### config.mk
export PLATFORM = sky130hd
export DESIGN_NAME = word_fifo_pair
export DESIGN_NICKNAME = d
export VERILOG_FILES = /design/src/rtl/wfp_pkg.sv /design/src/rtl/wfp_fifo.sv /design/src/rtl/wfp_tx_unpack.sv /design/src/rtl/wfp_rx_pack.sv /design/src/rtl/word_fifo_pair.sv
export SDC_FILE = /design/constraint.sdc
export NUM_CORES = 1
export LEC_CHECK = 0
export BUFFER_PORTS_ARGS = -buffer_cell sky130_fd_sc_hd__buf_2
export CORE_MARGIN = 4
export CORE_UTILIZATION = 45
export DETAILED_ROUTE_END_ITERATION = 12
export PLACE_DENSITY = 0.71
export SYNTH_ARGS = -nofsm -noshare
export SYNTH_HDL_FRONTEND = slang
export SYNTH_SLANG_ARGS = --single-unit
export TNS_END_PERCENT = 100
### constraint.sdc
create_clock -name clk -period 6.65 [get_ports clk]
set_clock_uncertainty 0.1 [all_clocks]
set_input_delay 0.665 -clock clk [delete_from_list [all_inputs] [get_ports clk]]
set_output_delay 0.665 -clock clk [all_outputs]
set_load 0.02 [all_outputs]
### src/rtl/wfp_pkg.sv
package wfp_pkg;

    localparam int WORD_W = 32;
    localparam int BYTE_W = 8;
    localparam int LANES  = WORD_W / BYTE_W;
    localparam int LANE_W = $clog2(LANES);

    typedef logic [WORD_W-1:0] word_t;
    typedef logic [BYTE_W-1:0] byte_t;
    typedef logic [LANE_W-1:0] lane_t;

    // register addresses on the bus side
    typedef enum logic [1:0] {
        REG_CTRL = 2'd0,
        REG_STAT = 2'd1,
        REG_TXD  = 2'd2,
        REG_RXD  = 2'd3
    } reg_sel_e;

    // one bit per queue for flush bookkeeping
    typedef struct packed {
        logic tx;
        logic rx;
    } flush_t;

    function automatic byte_t lane_of(input word_t w, input lane_t l);
        return w[l*BYTE_W +: BYTE_W];
    endfunction

    function automatic word_t lane_put(input word_t acc, input byte_t b, input lane_t l);
        word_t r;
        r = acc;
        r[l*BYTE_W +: BYTE_W] = b;
        return r;
    endfunction

endpackage

### src/rtl/wfp_fifo.sv
module wfp_fifo
    import wfp_pkg::*;
#(
    parameter  int DEPTH = 8,
    localparam int PTR_W = $clog2(DEPTH),
    localparam int CNT_W = $clog2(DEPTH + 1)
) (
    input  logic             clk,
    input  logic             rst,
    input  logic             clr,
    input  logic             push,
    input  word_t            wdata,
    input  logic             pop,
    output word_t            head,
    output logic [CNT_W-1:0] count,
    output logic             full,
    output logic             empty
);

    word_t            mem [DEPTH];
    logic [PTR_W-1:0] wp, rp;
    logic             do_push, do_pop;

    function automatic logic [PTR_W-1:0] step(input logic [PTR_W-1:0] p);
        return (p == PTR_W'(DEPTH - 1)) ? '0 : p + 1'b1;
    endfunction

    assign full    = (count == CNT_W'(DEPTH));
    assign empty   = (count == '0);
    assign do_push = push && !full;
    assign do_pop  = pop && !empty;
    assign head    = mem[rp];

    always_ff @(posedge clk) begin
        if (rst || clr) begin
            wp    <= '0;
            rp    <= '0;
            count <= '0;
        end else begin
            if (do_push) wp <= step(wp);
            if (do_pop)  rp <= step(rp);
            case ({do_push, do_pop})
                2'b10:   count <= count + 1'b1;
                2'b01:   count <= count - 1'b1;
                default: ;
            endcase
        end
    end

    always_ff @(posedge clk) begin
        if (do_push) mem[wp] <= wdata;
    end

    AST_CLEAR_EMPTIES: assert property (@(posedge clk) disable iff (rst)
        clr |=> empty);
    AST_FULL_HOLDS: assert property (@(posedge clk) disable iff (rst)
        (full && !pop && !clr) |=> (count == $past(count)));
    AST_NO_OVERFLOW: assert property (@(posedge clk) disable iff (rst)
        count <= CNT_W'(DEPTH));

endmodule

### src/rtl/wfp_tx_unpack.sv
module wfp_tx_unpack
    import wfp_pkg::*;
(
    input  logic  clk,
    input  logic  rst,
    input  logic  clr,
    input  word_t head,
    input  logic  avail,
    input  logic  take,
    input  logic  last,
    output byte_t byte_out,
    output logic  valid,
    output logic  pop
);

    lane_t lane;

    assign valid    = avail;
    assign byte_out = lane_of(head, lane);
    assign pop      = valid && take && (last || lane == lane_t'(LANES - 1));

    always_ff @(posedge clk) begin
        if (rst || clr) begin
            lane <= '0;
        end else if (valid && take) begin
            lane <= pop ? '0 : lane + 1'b1;
        end
    end

    AST_TX_LANE_RESTART: assert property (@(posedge clk) disable iff (rst)
        (pop && !clr) |=> (byte_out == lane_of(head, '0)));

endmodule

### src/rtl/wfp_rx_pack.sv
module wfp_rx_pack
    import wfp_pkg::*;
(
    input  logic  clk,
    input  logic  rst,
    input  logic  clr,
    input  logic  in_valid,
    input  byte_t in_byte,
    input  logic  in_last,
    input  logic  room,
    output logic  ready,
    output logic  push,
    output word_t word
);

    lane_t lane;
    word_t acc;
    word_t merged;

    assign ready  = room;
    assign merged = lane_put(acc, in_byte, lane);
    assign push   = in_valid && ready && (in_last || lane == lane_t'(LANES - 1));
    assign word   = merged;

    always_ff @(posedge clk) begin
        if (rst || clr) begin
            lane <= '0;
            acc  <= '0;
        end else if (in_valid && ready) begin
            if (push) begin
                lane <= '0;
                acc  <= '0;
            end else begin
                lane <= lane + 1'b1;
                acc  <= merged;
            end
        end
    end

endmodule

### src/rtl/word_fifo_pair.sv
module word_fifo_pair
    import wfp_pkg::*;
#(
    parameter  int DEPTH       = 8,
    localparam int CNT_W       = $clog2(DEPTH + 1),
    localparam int TRIG_W      = $clog2(DEPTH),
    localparam int RX_TRIG_LSB = 2,
    localparam int TX_TRIG_LSB = RX_TRIG_LSB + TRIG_W
) (
    input  logic        clk,
    input  logic        rst,
    input  logic        bus_wr,
    input  logic        bus_rd,
    input  logic [1:0]  bus_addr,
    input  logic [31:0] bus_wdata,
    output logic [31:0] bus_rdata,
    output logic        tx_req,
    output logic        rx_req,
    output logic        tx_overflow,
    output logic        rx_underflow,
    output logic [7:0]  ser_tx_byte,
    output logic        ser_tx_valid,
    input  logic        ser_tx_ready,
    input  logic        ser_tx_last,
    input  logic [7:0]  ser_rx_byte,
    input  logic        ser_rx_valid,
    input  logic        ser_rx_last,
    output logic        ser_rx_ready
);

    reg_sel_e          sel;
    logic              ctrl_wr, txd_wr, rxd_rd;
    flush_t            fl_req, fl_done;
    logic              tx_clr, rx_clr;
    logic [TRIG_W-1:0] tx_trig, rx_trig;

    word_t             tx_head, rx_head, rx_word;
    logic [CNT_W-1:0]  tx_cnt, rx_cnt, tx_free;
    logic              tx_full, tx_empty, rx_full, rx_empty;
    logic              tx_pop, rx_push;

    assign sel     = reg_sel_e'(bus_addr);
    assign ctrl_wr = bus_wr && (sel == REG_CTRL);
    assign txd_wr  = bus_wr && (sel == REG_TXD);
    assign rxd_rd  = bus_rd && (sel == REG_RXD);

    // flush: clear on the edge after the request, drop the bit one edge later
    assign tx_clr = fl_req.tx && !fl_done.tx;
    assign rx_clr = fl_req.rx && !fl_done.rx;

    always_ff @(posedge clk) begin
        if (rst) begin
            fl_req       <= '0;
            fl_done      <= '0;
            tx_trig      <= '0;
            rx_trig      <= '0;
            tx_overflow  <= 1'b0;
            rx_underflow <= 1'b0;
        end else begin
            fl_done.tx <= tx_clr;
            fl_done.rx <= rx_clr;
            fl_req.tx  <= (ctrl_wr && bus_wdata[1]) ? 1'b1 : (fl_done.tx ? 1'b0 : fl_req.tx);
            fl_req.rx  <= (ctrl_wr && bus_wdata[0]) ? 1'b1 : (fl_done.rx ? 1'b0 : fl_req.rx);
            if (ctrl_wr) begin
                tx_trig <= bus_wdata[TX_TRIG_LSB +: TRIG_W];
                rx_trig <= bus_wdata[RX_TRIG_LSB +: TRIG_W];
            end
            tx_overflow  <= txd_wr && tx_full;
            rx_underflow <= rxd_rd && rx_empty;
        end
    end

    wfp_fifo #(.DEPTH(DEPTH)) u_txq (
        .clk(clk), .rst(rst), .clr(tx_clr),
        .push(txd_wr), .wdata(bus_wdata), .pop(tx_pop),
        .head(tx_head), .count(tx_cnt), .full(tx_full), .empty(tx_empty)
    );

    wfp_tx_unpack u_unpack (
        .clk(clk), .rst(rst), .clr(tx_clr),
        .head(tx_head), .avail(!tx_empty),
        .take(ser_tx_ready), .last(ser_tx_last),
        .byte_out(ser_tx_byte), .valid(ser_tx_valid), .pop(tx_pop)
    );

    wfp_rx_pack u_pack (
        .clk(clk), .rst(rst), .clr(rx_clr),
        .in_valid(ser_rx_valid), .in_byte(ser_rx_byte), .in_last(ser_rx_last),
        .room(!rx_full), .ready(ser_rx_ready), .push(rx_push), .word(rx_word)
    );

    wfp_fifo #(.DEPTH(DEPTH)) u_rxq (
        .clk(clk), .rst(rst), .clr(rx_clr),
        .push(rx_push), .wdata(rx_word), .pop(rxd_rd),
        .head(rx_head), .count(rx_cnt), .full(rx_full), .empty(rx_empty)
    );

    assign tx_free = CNT_W'(DEPTH) - tx_cnt;
    assign tx_req  = tx_free >= (CNT_W'(DEPTH) - CNT_W'(tx_trig));
    assign rx_req  = rx_cnt >= (CNT_W'(rx_trig) + CNT_W'(1));

    always_comb begin
        case (sel)
            REG_CTRL: bus_rdata = WORD_W'({tx_trig, rx_trig, fl_req.tx, fl_req.rx});
            REG_STAT: bus_rdata = WORD_W'({tx_free, rx_cnt});
            REG_RXD:  bus_rdata = rx_empty ? '0 : rx_head;
            default:  bus_rdata = '0;
        endcase
    end

    AST_FLUSH_SELF_CLEARS: assert property (@(posedge clk) disable iff (rst)
        (fl_done.tx && !(ctrl_wr && bus_wdata[1])) |=> !fl_req.tx);
    AST_UNDERFLOW_ZERO: assert property (@(posedge clk) disable iff (rst)
        (rxd_rd && rx_empty) |-> (bus_rdata == '0));
    AST_UNDERFLOW_FLAG: assert property (@(posedge clk) disable iff (rst)
        rx_underflow |-> $past(rx_cnt == '0));

endmodule

; Yosys cells after proc, flatten, opt, wreduce, memory -nomap -nowiden
; Memories as Yosys holds them, arrays and structs flattened. A register that Yosys moved wholly into a read port is not among the register bits.
; Cells that the tools add are included.
[totals]
elab_cells = 111
ff_bits = 68
n_memories = 2
input_bits = 50
out_inout_bits = 46
ram_bits = 512
[op_classes]
eq_ne = 15
n_addsub = 14
magnitude_cmp = 2
n_mux = 24
reduce_logical = 34
shifts = 3
[mem_list]
columns = name, words, width, rd, rd_ports_with_merged_regs, write_ports, line_no
row1 = u_rxq.mem, 8, 32, 1, 1, 1, wfp_fifo.sv:20  ; word_t mem [DEPTH];
row2 = u_txq.mem, 8, 32, 1, 1, 1, wfp_fifo.sv:20
[ops]
columns = cell, n
row1 = $pmux 32 s3, 1
row2 = $mux 32, 2
row3 = $neg 5->34, 1
row4 = $shift 8x34->32 const A, 1
row5 = $shiftx 8x34->32, 1
row6 = $bwmux 32, 1
row7 = $shiftx 32x6->8, 1
row8 = $mux 3, 8
row9 = $logic_and 1x1->1, 17
row10 = $pmux 4 s2, 2
row11 = $add 3x1->3 const B, 4
row12 = $eq 2x2->1 const B, 6
row13 = $eq 3x3->1 const B, 4
row14 = $add 4x1->4 const B, 2
row15 = $eq 4x4->1 const B, 2
row16 = $ge 4x4->1, 2
row17 = $logic_not 4->1, 2
row18 = $mux 1, 8
row19 = $reduce_bool 2->1, 4
row20 = $sub 4x1->4 const B, 2
row21 = $eq 2x1->1 const B, 3
row22 = $logic_not 1->1, 6
row23 = $add 2x1->2 const B, 2
row24 = $add 3x1->4 const B, 1
row25 = 5 further kinds, 9

; Logic depth before layout (Yosys ltp)
[logic_depth]
ltp_word = 7
ltp_mapped = 13
mapped_depth_nobuf = 12

; Hierarchy
; Synthesis repeated with hierarchy kept, for this count alone.
[hier_totals]
hier_cells = 1210
hier_area_um2 = 23633.9
[modules_own_cells]
columns = mod, area_each_um2, seq_area_each_um2, n_inst, cells_each
row1 = wfp_fifo, 10309.9, 7947.6, 2, 450
row2 = wfp_rx_pack, 1601.5, 680.7, 1, 161
row3 = word_fifo_pair, 1028.5, 240.2, 1, 128
row4 = wfp_tx_unpack, 384.1, 40.0, 1, 21

; Least setup slack after synthesis
; Ideal clock, no wire load.
[synth_timing]
path_type = register to register
startpoint = register u_txq.count[1]
endpoint = memory u_txq.mem[0][0] in the netlist's numbering (enable)
n_path_buf = 1
t_required_ps = 6048
setup_slack_ps = 1576
setup_time_ps = 502
period_less_slack_ps = 5074
stages_incl_launch_ff = 8
t_arrival_ps = 4473
cell_sequence = dfxtp_1 > clkbuf_1 > inv_1 > ha_1 > and3b_1 > nor2_1 > clkinv_1 > nor4_1
[synth_between]
elab_chain_len = 5
[synth_rtl]
columns = element, line_no
row1 = from (decl), wfp_fifo.sv:15  ; output logic [CNT_W-1:0] count,
row2 = from (signal assigned), wfp_fifo.sv:43  ; 2'b10: count <= count + 1'b1;
row3 = from (signal assigned), wfp_fifo.sv:44  ; 2'b01: count <= count - 1'b1;
row4 = $eq 4x4->1, wfp_fifo.sv:28  ; assign full = (count == CNT_W'(DEPTH));
row5 = $logic_not 1->1, wfp_fifo.sv:30  ; assign do_push = push && !full;
row6 = $logic_and 1x1->1, wfp_fifo.sv:30
row7 = $mux 1, wfp_fifo.sv:51  ; if (do_push) mem[wp] <= wdata;
row8 = $mux 1 (implied by the code), wfp_fifo.sv:51
row9 = to (decl), wfp_fifo.sv:20
; No other way between the ends.

==> impl_metrics.csv <==
group,metric,value,unit
run_status,status,"complete, no violations",
sta,max_slew.worst_pin.slew,1.21,ns
route,drt-pass1-iter-count,5,
placement,portBuffers,95,
yosys,ys_warn_count,0,
flow_run,cap_violations,0,
route,ant_nets,0,
yosys,synth_top_family_by_area,"multiplexers",
yosys,synthSimpleGateAreaFrac,3.29,%
sta,slew_viol_final,0,
floorplanning,fp.coreArea,0.0505,mm2
clocking,cts_sinks,586,
clocking,cts-root-buf,"clkbuf_16",
route,finalWirelength,47300,um
power,p_total,7.34,mW
layout,area_growth,13.5,%
clocking,clk_latency,0.61,ns
critical_path,path_buf_inv,2,
clocking,clockBufferDepth,3,
critical_path,cpMaxStageDelayCell,"dfxtp_4",
power,peakVddDrop,0.000238,V
critical_path,rrSetupSlack,3.35,ns
global_route,grt_overflow,0,
critical_path,crit_chain,"buf_4 > mux4_2 > mux4_2 > mux2_2 > buf_2",
layout,final_area,0.0262,mm2
route,drt_iter0_drc,861,
sta,hold_viol_final,0,
layout,final_common_cell,"edfxtp_1",
sta,rsz0062_at_grt,"no",
critical_path,critPathTopFamily,"multiplexers",
yosys,synthAdderAreaFrac,1.68,%
min_path,holdCritPathClass,"input port to flop",
yosys,synth_compound_area_share,3.31,%
global_route,globalRouteTotalUtil,17.3,%
critical_path,crit_type,"flop to primary output",
yosys,ys_async_sr_fraction,0,%
clocking,hold_buffers,0,
critical_path,slowest_delay,0.83,ns
yosys,synthMuxAreaShare,16.8,%
sta,tns,0,ns
sta,post-route-period-util,65.7,%
critical_path,cp.arrival,3.60,ns
floorplanning,die_h,235,um
placement,place_hpwl,27300,um
sta,fin_crit,4.37,ns
yosys,ys_types,40,
floorplanning,dieWidth,235,um
global_route,grt_pass1_vias,11800,
clocking,clk_pin_slew,0.06,ns
layout,drive_above_1_share,28.0,%
clocking,cts_resized,0,
clocking,htreeDepth,2,
layout,fin_nets,1380,
yosys,syn-num-nets,1263,
route,routed_via_density,5.69,
yosys,synth_area,0.0231,mm2
power,power_density,280,mW/mm2
sta,setup_viol,0,
yosys,avgSynthCellArea,19.5,um2
power,leakage,8.63,nW
sta,max_freq,229,MHz
global_route,grt_max_degree,46,
yosys,ys_seq_area_share,73.0,%
yosys,ys.flop_type,"edfxtp_1",
global_route,grt_antenna_before_repair,5,
yosys,synth_edf_count,512,
placement,routabilityCongestion,0.761,
route,detail_route.wl_per_cell,23.4,um
yosys,synth-seq-cells,586,
clocking,cts_setup_buffers,0,
critical_path,cp_max_fo,37,
clocking,numCtsBuffers,56,
placement,postPlaceCellArea,0.0245,mm2
floorplanning,initial_core_util,45.8,%
floorplanning,die_area,0.0550,mm2
yosys,synth-xor-area-share,0.417,%
layout,postLayoutCoreUtil,51.9,%
critical_path,worstPathRequired,5.88,ns
floorplanning,rows,82,
global_route,grt_first_pass_wirelength,71900,um
route,vias,11500,
route,route.detailed.drc,0,
layout,final_cell_mix,"edfxtp_1 (512), mux4_2 (144), buf_2 (95)",
yosys,syn_inst,1182,
critical_path,worst_setup_path_end_kind,"primary output",
clocking,cts_tree,"built",
critical_path,crit_path_frequent_cell,"mux4_2",
sta,worst_slew_margin_rel,19.1,%
critical_path,startpoint_type,"flop",
floorplanning,ios,96,
## sequential cells by signal, summed over array words and instances (netlist names), 4 cells and up, named ones only
| register | count |
|---|---|
| u_rxq.mem | 256 |
| u_rxq.count | 4 |
| u_pack.acc | 32 |
| u_txq.mem | 256 |
| u_txq.count | 4 |
## worst paths after layout
check,start,cells after the start,endpoint
setup reg to reg,u_rxq.count[1]$_SDFFE_PP0P_,4,u_rxq.mem[2][13]$_DFFE_PP_
hold / removal,bus_wdata[27],1,u_txq.mem[0][27]$_DFFE_PP_
setup / recovery,flop,5,ser_tx_byte[2]
hold reg to reg,u_txq.rp[0]$_SDFFE_PP0N_,2,flop
## power breakdown
| part | internal (mW) | switching (mW) |
|---|---|---|
| logic | 0.108 | 0.176 |
| registers | 4.02 | 0.0258 |
| clock network | 1.70 | 1.31 |
| total | 5.82 | 1.52 |
## per-layer routing
layer / track usage [%] / up-vias / wire length [um]
met5: 0 / - / 34
met4: 4.36 / 4 / 820
met3: 2.93 / 56 / 2550
met2: 29.2 / 334 / 24000
met1: 23.6 / 6037 / 19900
li1: - / 5055 / -
## worst reg2reg max path, cell delays in order, from the launching register on
cell and delay, ns:
dfxtp_1 0.53, or4b_1 0.31, nand3b_1 0.42, nor3_2 1.07, buf_4 0.52
## Yosys cell counts (4+ instances only)
| cell type | n | share of area [%] |
|---|---|---|
| o22ai_1 | 8 | 0.22 |
| nand2_1 | 13 | 0.21 |
| buf_4 | 6 | 0.19 |
| nand2b_1 | 10 | 0.27 |
| or3_1 | 6 | 0.16 |
| edfxtp_1 | 512 | 67 |
| buf_2 | 13 | 0.28 |
| a21oi_1 | 15 | 0.32 |
| a21o_1 | 10 | 0.32 |
| mux2_2 | 9 | 0.44 |
| xor2_1 | 9 | 0.34 |
| o21ai_0 | 4 | 0.087 |
| dfxtp_1 | 74 | 6.4 |
| mux4_2 | 144 | 14 |
| a22oi_1 | 33 | 1.1 |
| ha_1 | 31 | 1.7 |
| nor2_1 | 92 | 1.5 |
| buf_1 | 7 | 0.11 |
| nor3_1 | 13 | 0.28 |
| clkbuf_1 | 38 | 0.62 |
| inv_1 | 16 | 0.26 |
| nand3_1 | 6 | 0.13 |
| mux2i_1 | 54 | 2.3 |
| a22o_1 | 32 | 1.2 |
| nand3b_1 | 5 | 0.16 |
## through the flow
stage,hold slack (ns),instances,setup WS (ns)
2_1_floorplan,0.361,1182,1.58
3_3_place_gp,0.373,1913,2.78
3_5_place_dp,0.387,1913,2.78
4_1_cts,0.207,2015,2.13
5_1_grt,0.223,2017,1.99
6_report,0.239,2018,2.28
## area by class of cell
cell class | count | area (um2)
repair buffers | 124 | 693
inverters | 17 | 63.8
multi-input cells | 514 | 5990
diodes | 3 | 7.51
clock inverters | 28 | 215
fillers | 3957 | 24300
clock buffers | 74 | 1530
well taps | 672 | 841
flip-flops and latches | 586 | 16900
## cells by family (layout without fill, tap and decap cells)
kind of cell	count (synthesis)	count (layout)
other cells	0	3
mux	207	207
xor+xnor	11	11
compound gates	104	104
flops	586	586
simple gates	161	161
buf+inv	82	243
fa+ha+maj	31	31
(Power assumes the default switching activity.)
